===== src/rtl/pla_pkg.sv =====
package pla_pkg;

    typedef enum logic {
        LIT_TRUE = 1'b0,
        LIT_COMP = 1'b1
    } lit_kind_e;

    typedef struct packed {
        logic strobe;
        logic data;
    } cfg_wr_t;

    // column of a literal within one term row: pair stride is 4
    function automatic int unsigned lit_col(int unsigned pair, logic is_fb, lit_kind_e kind);
        return 4 * pair + 2 * int'(is_fb) + int'(kind);
    endfunction

endpackage


===== src/rtl/pla_literals.sv =====
module pla_literals
    import pla_pkg::*;
#(
    parameter int N_PAIR = 3,
    localparam int ROW = 4 * N_PAIR
) (
    input  logic [N_PAIR-1:0] ded_in,
    input  logic [N_PAIR-1:0] fb_in,
    output logic [ROW-1:0]    lit
);

    for (genvar k = 0; k < N_PAIR; k++) begin : g_pair
        assign lit[lit_col(k, 1'b0, LIT_TRUE)] = ded_in[k];
        assign lit[lit_col(k, 1'b0, LIT_COMP)] = ~ded_in[k];
        assign lit[lit_col(k, 1'b1, LIT_TRUE)] = fb_in[k];
        assign lit[lit_col(k, 1'b1, LIT_COMP)] = ~fb_in[k];
    end

endmodule


===== src/rtl/pla_cfg_store.sv =====
module pla_cfg_store
    import pla_pkg::*;
#(
    parameter int N_TERM = 4,
    parameter int ROW    = 12,
    parameter int ADDR_W = 6,
    localparam int TOTAL = N_TERM * ROW
) (
    input  logic              clk,
    input  logic              rst,
    input  logic              prog_en,
    input  logic              wr_en,
    input  logic [ADDR_W-1:0] wr_addr,
    input  logic              wr_data,
    output logic [TOTAL-1:0]  cfg
);

    cfg_wr_t req;
    logic    in_range;

    always_comb begin
        in_range   = int'(wr_addr) < TOTAL;
        req.strobe = prog_en && wr_en && in_range;
        req.data   = wr_data;
    end

    always_ff @(posedge clk) begin
        if (rst) begin
            cfg <= '0;
        end else if (req.strobe) begin
            cfg[int'(wr_addr)] <= req.data;
        end
    end


    rst_clear_chk: assert property (@(posedge clk) rst |=> cfg == '0);


    no_wr_hold_chk: assert property (@(posedge clk) disable iff (rst)
        !(prog_en && wr_en) |=> $stable(cfg));


    oob_hold_chk: assert property (@(posedge clk) disable iff (rst)
        (prog_en && wr_en && int'(wr_addr) >= TOTAL) |=> $stable(cfg));


    wr_land_chk: assert property (@(posedge clk) disable iff (rst)
        (prog_en && wr_en && int'(wr_addr) < TOTAL) |=> cfg[int'($past(wr_addr))] == $past(wr_data));

endmodule


===== src/rtl/pla_and_plane.sv =====
module pla_and_plane #(
    parameter int N_TERM = 4,
    parameter int ROW    = 12
) (
    input  logic [ROW-1:0]        lit,
    input  logic [N_TERM*ROW-1:0] cfg,
    output logic [N_TERM-1:0]     term
);

    for (genvar t = 0; t < N_TERM; t++) begin : g_term
        logic [ROW-1:0] mask;
        assign mask    = cfg[t*ROW +: ROW];
        // empty term is forced low; otherwise all connected literals must be high
        assign term[t] = (|mask) & (&(~mask | lit));
    end

endmodule


===== src/rtl/pla_or_plane.sv =====
module pla_or_plane #(
    parameter int N_OUT         = 2,
    parameter int TERMS_PER_OUT = 2,
    localparam int N_TERM       = N_OUT * TERMS_PER_OUT
) (
    input  logic [N_TERM-1:0] term,
    input  logic              quiet,
    output logic [N_OUT-1:0]  f
);

    for (genvar o = 0; o < N_OUT; o++) begin : g_out
        assign f[o] = ~quiet & (|term[o*TERMS_PER_OUT +: TERMS_PER_OUT]);
    end

endmodule


===== src/rtl/pla_array.sv =====
module pla_array #(
    parameter int N_PAIR        = 3,
    parameter int TERMS_PER_OUT = 2,
    parameter int N_OUT         = 2,
    localparam int ROW          = 4 * N_PAIR,
    localparam int N_TERM       = N_OUT * TERMS_PER_OUT,
    localparam int TOTAL        = N_TERM * ROW,
    localparam int ADDR_W       = $clog2(TOTAL)
) (
    input  logic              clk,
    input  logic              rst,
    input  logic              prog_en,
    input  logic              wr_en,
    input  logic [ADDR_W-1:0] wr_addr,
    input  logic              wr_data,
    input  logic [N_PAIR-1:0] ded_in,
    input  logic [N_PAIR-1:0] fb_in,
    output logic [N_OUT-1:0]  f_out
);

    logic [ROW-1:0]    lit;
    logic [TOTAL-1:0]  cfg;
    logic [N_TERM-1:0] term;

    pla_literals #(.N_PAIR(N_PAIR)) u_lit (
        .ded_in (ded_in),
        .fb_in  (fb_in),
        .lit    (lit)
    );

    pla_cfg_store #(.N_TERM(N_TERM), .ROW(ROW), .ADDR_W(ADDR_W)) u_cfg (
        .clk     (clk),
        .rst     (rst),
        .prog_en (prog_en),
        .wr_en   (wr_en),
        .wr_addr (wr_addr),
        .wr_data (wr_data),
        .cfg     (cfg)
    );

    pla_and_plane #(.N_TERM(N_TERM), .ROW(ROW)) u_and (
        .lit  (lit),
        .cfg  (cfg),
        .term (term)
    );

    pla_or_plane #(.N_OUT(N_OUT), .TERMS_PER_OUT(TERMS_PER_OUT)) u_or (
        .term  (term),
        .quiet (prog_en),
        .f     (f_out)
    );


    prog_quiet_chk: assert property (@(posedge clk) disable iff (rst)
        prog_en |-> f_out == '0);


    out_needs_term_chk: assert property (@(posedge clk) disable iff (rst)
        (|f_out) |-> (|term));

    for (genvar t = 0; t < N_TERM; t++) begin : g_chk

        empty_term_low_chk: assert property (@(posedge clk) disable iff (rst)
            (cfg[t*ROW +: ROW] == '0) |-> !term[t]);
    end

endmodule


===== config.mk =====
export PLATFORM = sky130hd
export DESIGN_NAME = pla_array
export DESIGN_NICKNAME = d
export VERILOG_FILES = /design/src/rtl/pla_pkg.sv /design/src/rtl/pla_literals.sv /design/src/rtl/pla_cfg_store.sv /design/src/rtl/pla_and_plane.sv /design/src/rtl/pla_or_plane.sv /design/src/rtl/pla_array.sv
export SDC_FILE = /design/constraint.sdc
export NUM_CORES = 1
export LEC_CHECK = 0
export ABC_CLOCK_PERIOD_IN_PS = 2350
export BUFFER_PORTS_ARGS = -buffer_cell sky130_fd_sc_hd__buf_2
export CAP_MARGIN = 40
export CORE_MARGIN = 5
export CORE_UTILIZATION = 25
export DETAILED_ROUTE_END_ITERATION = 12
export PLACE_DENSITY = 0.44
export SLEW_MARGIN = 5
export SYNTH_ARGS = -nofsm -noshare
export SYNTH_HDL_FRONTEND = slang
export SYNTH_HIERARCHICAL = 1
export SYNTH_SLANG_ARGS = --single-unit

===== constraint.sdc =====
create_clock -name clk -period 2.35 [get_ports clk]
set_input_delay 0.1175 -clock clk [delete_from_list [all_inputs] [get_ports clk]]
set_output_delay 0.1175 -clock clk [all_outputs]
set_load 0.02 [all_outputs]

==> impl_metrics.py, run 1 <==
metrics = {
    "power": {
        "powerDensity_nw_per_um2": 532,
        "ir_worst_vdd_mv": 0.222,
        "leakage_uw": 0.00136,
    },
    "place": {
        "place.gp.congestion": 0.815,
        "hpwlAfterDp_um": 5720,
        "io_buffers": 18,
        "placed_area_um2": 3080,
    },
    "global_routing": {
        "grt_max_degree": 49,
        "overflow": 0,
        "antenna_found_initial": 0,
        "grt_pass1_wl_um": 13500,
        "grt_pass1_vias": 2412,
        "grt.total_usage_pct": 11.9,
    },
    "die": {
        "io_pins": 19,
        "coreArea_um2": 11500,
        "die_area_um2": 14100,
        "num_rows": 39,
        "chipWidth_um": 119,
        "start_util_pct": 25.7,
        "die_y_um": 119,
    },
    "sta": {
        "grt_setup_unrepaired": "no",
        "skew_ns": 0,
        "fmax_mhz": 566,
        "hold_viol": 0,
        "worstMarginPinSlew_ns": 0.642,
        "slew_viol_final": 0,
        "setup_violations": 0,
        "timing.final.crit_share_pct": 75.2,
        "min_period_ns": 1.77,
        "timing.slew.headroom_pct": 57.1,
        "fin_setup_tns_ns": 0,
    },
    "detailed_routing": {
        "num_vias": 2387,
        "avgViaCountPerCell": 5.03,
        "firstDrtPassIters": 4,
        "drc": 0,
        "drtAntennaViolNets": 0,
        "drt_first_iter_violations": 138,
        "wirelength_um": 8450,
        "wl_per_cell_um": 17.8,
    },
    "worst_setup_path": {
        "cp.required_ns": 2.23,
        "cpPeakStageDelay_ns": 0.37,
        "critPathLaunchType": "register",
        "path_max_fanout": 3,
        "critPathCaptureType": "output pin",
        "critPathArrivalTime_ns": 1.65,
        "path_cells": "or2b_2 > o2111ai_1 > nor4_2 > o21ba_1 > buf_2",
        "worstSetupPathType": "reg -> out",
        "rrSetupSlack_ns": 1.69,
        "slowest_stage": "nor4_2",
    },
    "flow_run": {
        "cap_viol_max_count": 0,
    },
    "cts": {
        "cts.sinks": 48,
        "clkTransAtPathRegs_ns": 0.07,
        "cts_buffers": 5,
        "cts-root-buf": "clkbuf_16",
        "post_cts_buffers": 0,
        "htree_levels": 2,
        "cts_tree": "built",
        "cts_hold_buf": 0,
        "cts_max_path_buffers": 2,
        "cts_resized": 0,
        "clock_latency_ns": 0.28,
    },
    "synth": {
        "synth_area_um2": 2960,
        "synth_fp_nets": 349,
        "synthCells": 332,
        "yosysWarnings": 6,
        "ys_types": 31,
        "syn_avg_cell_area_um2": 8.92,
        "seq_area_frac_synth_pct": 32.5,
        "synth-seq-cells": 48,
    },
    "cells_and_area": {
        "final_common_cell": "nand2b_1",
        "largest_register_ffs": 48,
        "largest_register": "u_cfg/cfg",
        "design_area_um2": 3230,
        "reg.largest.list": "u_cfg/cfg x48",
        "fin_nets": 348,
        "drive_gt1_share_pct": 11.7,
        "syn2layout_area_growth_pct": 9.04,
        "final_cell_mix": "81 x nand2b_1, 48 x mux2i_1, 48 x dfxtp_1",
        "postLayoutCoreUtil_pct": 28.0,
        "n_antenna_cell": 0,
    },
    "worst_hold_path": {
        "hp-class": "in -> reg",
    },
    "status": {
        "outcome": "finished clean",
    },
}
worst paths after layout:
check                                    from            end  cells past startpoint
worst max-delay path            u_cfg/cfg[21]       f_out[0]                      5
worst min register to register  u_cfg/cfg[12]  u_cfg/cfg[12]                      2
worst max register to register  u_cfg/cfg[43]  u_cfg/cfg[43]                      2
worst min-delay path               wr_addr[4]  u_cfg/cfg[38]                      4
Yosys cell counts, drive strengths merged:
cell type	instances	share of area, %
nand2b	81	17
dfxtp	48	32
mux2i	48	16
buf	22	4.9
nand3	20	3.4
inv	18	2.3
nor4	16	4.2
nand4	14	3.0
o2111ai	12	3.6
nand4b	8	2.4
clkbuf	7	0.89
nand2	6	0.76
and4b	5	1.7
and3	4	0.85
and4bb	4	1.7
nor2	4	0.51
or2b	4	1.1
nor2b	3	0.63
o21ba	2	0.68
and2	1	0.21
and2b	1	0.25
and3b	1	0.30
and4	1	0.30
nor3	1	0.17
nor4b	1	0.51
cell type report:
| class | count | area (um^2) |
|---|---|---|
| multi-input combinational | 237 | 1760 |
| sequential | 48 | 961 |
| timing repair buffer | 21 | 113 |
| tap | 143 | 179 |
| inverter | 18 | 67.6 |
| clock buffer | 8 | 146 |
| fill | 1228 | 8290 |
cell families after synthesis:
| kind of cell | synth area share, % |
|---|---|
| compound gates | 4.23 |
| buf+inv | 8.03 |
| flops | 32.5 |
| mux | 16.2 |
| simple gates | 39.1 |
where the power goes:
group          internal [uW]  switching, uW  total [uW]
Sequential               815           1.67         817
Clock                    426            311         737
Combinational           55.5            107         163
through the flow:
stage	hold WS [ns]	total power, uW	std cells	setup WS, ns
after global placement	0.480	999	467	0.753
after global routing	0.258	1770	475	0.514
after floorplan	0.328	946	332	1.14
after CTS	0.231	1730	475	0.564
after detailed placement	0.484	999	467	0.767
final	0.226	1720	475	0.582
per-layer routing:
layer,vias to the layer above,global-route usage (%),wire length (um)
li1,1170,-,-
met1,1137,16.3,3870
met2,66,18.7,3970
met3,14,2.18,413
met4,0,4.42,191
met5,-,0,0
critical path: cells and delay by family (launching register included):
kind / cells / cell delay [ns]
simple gates: 2 / 0.53
compound gates: 2 / 0.34
flops: 1 / 0.33
buf+inv: 1 / 0.17
(Power assumes the default switching activity.)
==> run 2, diff against run 1 <==
ABC_CLOCK_PERIOD_IN_PS = 1800   (was 2350)
clock period = 1.8 ns   (was 2.35 ns; I/O delays follow)
==> impl_metrics.py, run 2 (synthesized netlist as in run 1, its figures left out) <==
metrics = {
    "cts": {
        "clkTransAtPathRegs_ns": 0.06,
        "htree_levels": 2,
        "cts_buffers": 5,
        "cts_max_path_buffers": 2,
        "cts_hold_buf": 0,
        "cts_tree": "built",
        "post_cts_buffers": 0,
        "clock_latency_ns": 0.29,
        "cts-root-buf": "clkbuf_16",
        "cts.sinks": 48,
        "cts_resized": 0,
    },
    "global_routing": {
        "grt_max_degree": 49,
        "antenna_found_initial": 0,
        "grt.total_usage_pct": 12.3,
        "grt_pass1_vias": 2516,
        "grt_pass1_wl_um": 13900,
        "overflow": 0,
    },
    "sta": {
        "skew_ns": 0,
        "fin_setup_tns_ns": 0,
        "hold_viol": 0,
        "setup_violations": 0,
        "fmax_mhz": 604,
        "grt_setup_unrepaired": "no",
        "timing.slew.headroom_pct": 60.9,
        "min_period_ns": 1.65,
        "worstMarginPinSlew_ns": 0.585,
        "timing.final.crit_share_pct": 91.9,
        "slew_viol_final": 0,
    },
    "worst_setup_path": {
        "critPathLaunchType": "register",
        "r2r_cells": 2,
        "path_cells": "or2b_2 > o2111ai_1 > nor4_2 > o21ba_1 > buf_2",
        "r2r-end": "u_cfg/cfg[18]",
        "worstSetupPathType": "reg -> out",
        "critPathArrivalTime_ns": 1.56,
        "path_buf_inv": 1,
        "cp.required_ns": 1.71,
        "critPathCaptureType": "output pin",
        "path_depth": 5,
        "path_max_fanout": 3,
        "rrSetupSlack_ns": 1.13,
        "crit_family": "simple AND/OR/NAND/NOR gates",
        "slowest_stage": "nor4_2",
        "cpPeakStageDelay_ns": 0.35,
        "worstSetupStartpoint": "u_cfg/cfg[33]",
        "rr_startpoint": "u_cfg/cfg[18]",
        "endpoint": "f_out[1]",
    },
    "die": {
        "num_rows": 39,
        "coreArea_um2": 11500,
        "die_area_um2": 14100,
        "die_y_um": 119,
        "chipWidth_um": 119,
        "start_util_pct": 25.7,
        "io_pins": 19,
    },
    "worst_hold_path": {
        "hp-start": "wr_addr[4]",
        "hp-class": "in -> reg",
    },
    "cells_and_area": {
        "drive_gt1_share_pct": 13.6,
        "largest_register": "u_cfg/cfg",
        "syn2layout_area_growth_pct": 11.5,
        "largest_register_ffs": 48,
        "final_cell_mix": "81 x nand2b_1, 48 x mux2i_1, 48 x dfxtp_1",
        "reg.largest.list": "u_cfg/cfg x48",
        "n_antenna_cell": 0,
        "design_area_um2": 3300,
        "fin_nets": 353,
        "final_common_cell": "nand2b_1",
    },
    "detailed_routing": {
        "wirelength_um": 8400,
        "wl_per_cell_um": 17.5,
        "firstDrtPassIters": 4,
        "drt_first_iter_violations": 188,
        "num_vias": 2409,
        "avgViaCountPerCell": 5.02,
        "drc": 0,
        "drtAntennaViolNets": 0,
    },
    "power": {
        "ir_worst_vdd_mv": 0.423,
        "powerDensity_nw_per_um2": 735,
        "leakage_uw": 0.00140,
    },
    "flow_run": {
        "cap_viol_max_count": 0,
    },
    "status": {
        "outcome": "finished clean",
    },
    "place": {
        "hpwlAfterDp_um": 6030,
        "io_buffers": 18,
        "placed_area_um2": 3120,
        "place.gp.congestion": 0.822,
    },
}
## run 2: changes by cell type in the layout (fill, tap and decap cells not counted)
cell / previous run / this run
bufinv_16: 0 / 1
buf_4: 3 / 8
clkbuf_8: 1 / 2
clkbuf_1: 2 / 0
## run 2: stage by stage
stage	setup WS, ns	hold WS, ns	utilization [%]	power (uW)	cells
3_5_place_dp	0.371	0.486	27.1	1310	472
2_1_floorplan	0.622	0.301	-	1230	332
5_1_grt	0.0194	0.237	28.7	2520	480
4_1_cts	0.114	0.212	28.7	2460	480
6_report	0.145	0.209	28.7	2430	480
3_3_place_gp	0.370	0.479	27.1	1310	472
## run 2: where the power goes
part | internal [uW] | total (uW) | switching (uW)
registers | 1060 | 1070 | 2.37
clock network | 732 | 1140 | 413
logic | 78.7 | 215 | 137
total | 1870 | 2430 | 552
## run 2: worst min path at each step
stage / end / depth (start not counted)
after floorplan: u_cfg/cfg[34] / 3
after global placement: u_cfg/cfg[9] / 2
after detailed placement: u_cfg/cfg[40] / 2
after CTS: u_cfg/cfg[38] / 4
after global routing: u_cfg/cfg[2] / 4
final: u_cfg/cfg[38] / 4
## run 2: area by class of cell
cell class	instances	area [um^2]
timing repair buffer	26	150
fill	1225	8210
sequential	48	961
inverter	18	67.6
clock buffer	7	153
clock inverter	1	30.0
tap	143	179
multi-input combinational	237	1760
## run 2: layer usage
metal  routed length (um)  up-vias  track usage [%]
li1                     -     1180                -
met1                 4030     1187             16.8
met2                 4010       38             19.6
met3                  304        4             2.84
met4                   57        0             3.26
met5                    0        -                0
## run 2: worst reg2reg max path, delay by kind of cell, from the launching register on
| family | cells | cell delay [ns] |
|---|---|---|
| AND/OR/NAND/NOR | 1 | 0.08 |
| flip-flops | 1 | 0.40 |
| multiplexers | 1 | 0.12 |
==> run 3, diff against run 2 <==
CORE_ASPECT_RATIO = 1.4   (was default)
GPL_TIMING_DRIVEN = 0   (was default)
PLACE_DENSITY = default   (was 0.44)
==> impl_metrics.py, run 3 (synthesized netlist as in run 1, its figures left out) <==
metrics = {
    "cts": {
        "clock_latency_ns": 0.29,
        "cts_tree": "built",
        "cts_hold_buf": 0,
        "cts_resized": 0,
        "cts-root-buf": "clkbuf_16",
        "htree_levels": 2,
        "post_cts_buffers": 0,
        "clkTransAtPathRegs_ns": 0.06,
        "cts_max_path_buffers": 2,
        "cts_buffers": 5,
        "cts.sinks": 48,
    },
    "detailed_routing": {
        "wirelength_um": 8530,
        "num_vias": 2510,
        "firstDrtPassIters": 4,
        "drtAntennaViolNets": 0,
        "drt_first_iter_violations": 198,
        "wl_per_cell_um": 16.9,
        "avgViaCountPerCell": 4.98,
        "drc": 0,
    },
    "sta": {
        "skew_ns": 0,
        "fin_setup_tns_ns": 0,
        "fmax_mhz": 573,
        "setup_violations": 0,
        "min_period_ns": 1.75,
        "grt_setup_unrepaired": "no",
        "timing.final.crit_share_pct": 97.0,
        "slew_viol_final": 0,
        "worstMarginPinSlew_ns": 0.498,
        "hold_viol": 0,
        "timing.slew.headroom_pct": 66.8,
    },
    "worst_setup_path": {
        "worstSetupPathType": "reg -> out",
        "critPathArrivalTime_ns": 1.66,
        "critPathLaunchType": "register",
        "r2r_cells": 2,
        "path_max_fanout": 3,
        "critPathCaptureType": "output pin",
        "cp.required_ns": 1.71,
    },
    "die": {
        "die_y_um": 139,
        "io_pins": 19,
        "coreArea_um2": 11700,
        "start_util_pct": 25.3,
        "die_area_um2": 14100,
        "chipWidth_um": 102,
        "num_rows": 47,
    },
    "cells_and_area": {
        "largest_register_ffs": 48,
        "syn2layout_area_growth_pct": 14.0,
        "fin_nets": 373,
        "n_antenna_cell": 0,
        "reg.largest.list": "u_cfg/cfg x48",
        "fillers": 1220,
        "fin_cells": 504,
        "design_area_um2": 3380,
        "largest_register": "u_cfg/cfg",
        "final_common_cell": "nand2b_1",
        "drive_gt1_share_pct": 15.4,
        "final_cell_mix": "81 x nand2b_1, 48 x mux2i_1, 48 x dfxtp_1",
    },
    "power": {
        "leakage_uw": 0.00145,
        "ir_worst_vdd_mv": 0.278,
        "powerDensity_nw_per_um2": 670,
    },
    "status": {
        "outcome": "finished clean",
    },
    "global_routing": {
        "overflow": 0,
        "grt_pass1_wl_um": 13500,
        "antenna_found_initial": 0,
        "grt_max_degree": 14,
        "grt.total_usage_pct": 12.3,
        "grt_pass1_vias": 2515,
    },
    "place": {
        "placed_area_um2": 3230,
        "hpwlAfterDp_um": 6560,
        "place.gp.congestion": 0.906,
        "io_buffers": 17,
        "dpl.cell_count": 496,
    },
    "worst_hold_path": {
        "hp-class": "in -> reg",
        "min_path_cells": 4,
    },
    "flow_run": {
        "cap_viol_max_count": 0,
    },
}
[run 3: changes by cell type in the layout (fill, tap and decap cells not counted)]
| cell | previous run | this run |
|---|---|---|
| buf_1 | 0 | 2 |
| buf_12 | 0 | 1 |
| buf_2 | 18 | 29 |
| buf_4 | 8 | 6 |
| buf_6 | 0 | 1 |
| bufinv_16 | 1 | 0 |
| clkbuf_1 | 0 | 9 |
| clkbuf_8 | 2 | 1 |
[run 3: layer usage]
| layer | share of wire, % | GRT usage, % |
|---|---|---|
| met4 | 1.8 | 4.77 |
| met3 | 4.5 | 2.62 |
| met5 | 0 | 0 |
| met1 | 41 | 14.8 |
| met2 | 52 | 21.0 |
[run 3: per-stage QoR]
step	setup slack, ns	utilization, %	power [uW]	hold WS (ns)
after floorplan	0.622	-	1230	0.301
after global placement	0.419	27.6	1320	0.481
after detailed placement	0.399	27.6	1320	0.488
after CTS	0.115	28.8	2270	0.228
after global routing	0.0643	28.8	2340	0.266
final	0.0540	28.8	2260	0.227
[run 3: worst max-delay path, stage by stage (launching register included)]
cell     delay (ns)
dfxtp_1        0.33
nor4_1         0.40
and3_1         0.24
nor4_2         0.04
o21ba_1        0.19
buf_2          0.16
[run 3: cell type report]
| cell class | instances | area [um^2] | share of cell area, % |
|---|---|---|---|
| inverters | 18 | 67.6 | 2.00 |
| clock buffers | 8 | 146 | 4.34 |
| flip-flops and latches | 48 | 961 | 28.5 |
| multi-input cells | 237 | 1760 | 52.2 |
| repair buffers | 17 | 85.1 | 2.52 |
| plain buffers | 29 | 170 | 5.04 |
| well taps | 147 | 184 | 5.45 |
[run 3: report_power, final]
group / total (uW) / leakage (uW) / internal (uW) / switching (uW)
Clock: 959 / 0.0000712 / 555 / 404
Combinational: 236 / 0.000989 / 92.1 / 144
Sequential: 1070 / 0.000386 / 1060 / 2.07
Total: 2260 / 0.00145 / 1710 / 550
[run 3: worst paths after layout]
kind	start	endpoint	slack (ns)
hold / removal	wr_addr[4]	u_cfg/cfg[2]	0.23
setup / recovery	u_cfg/cfg[12]	f_out[0]	0.05
hold reg to reg	u_cfg/cfg[40]	u_cfg/cfg[40]	0.50
setup reg to reg	u_cfg/cfg[19]	u_cfg/cfg[19]	1.14
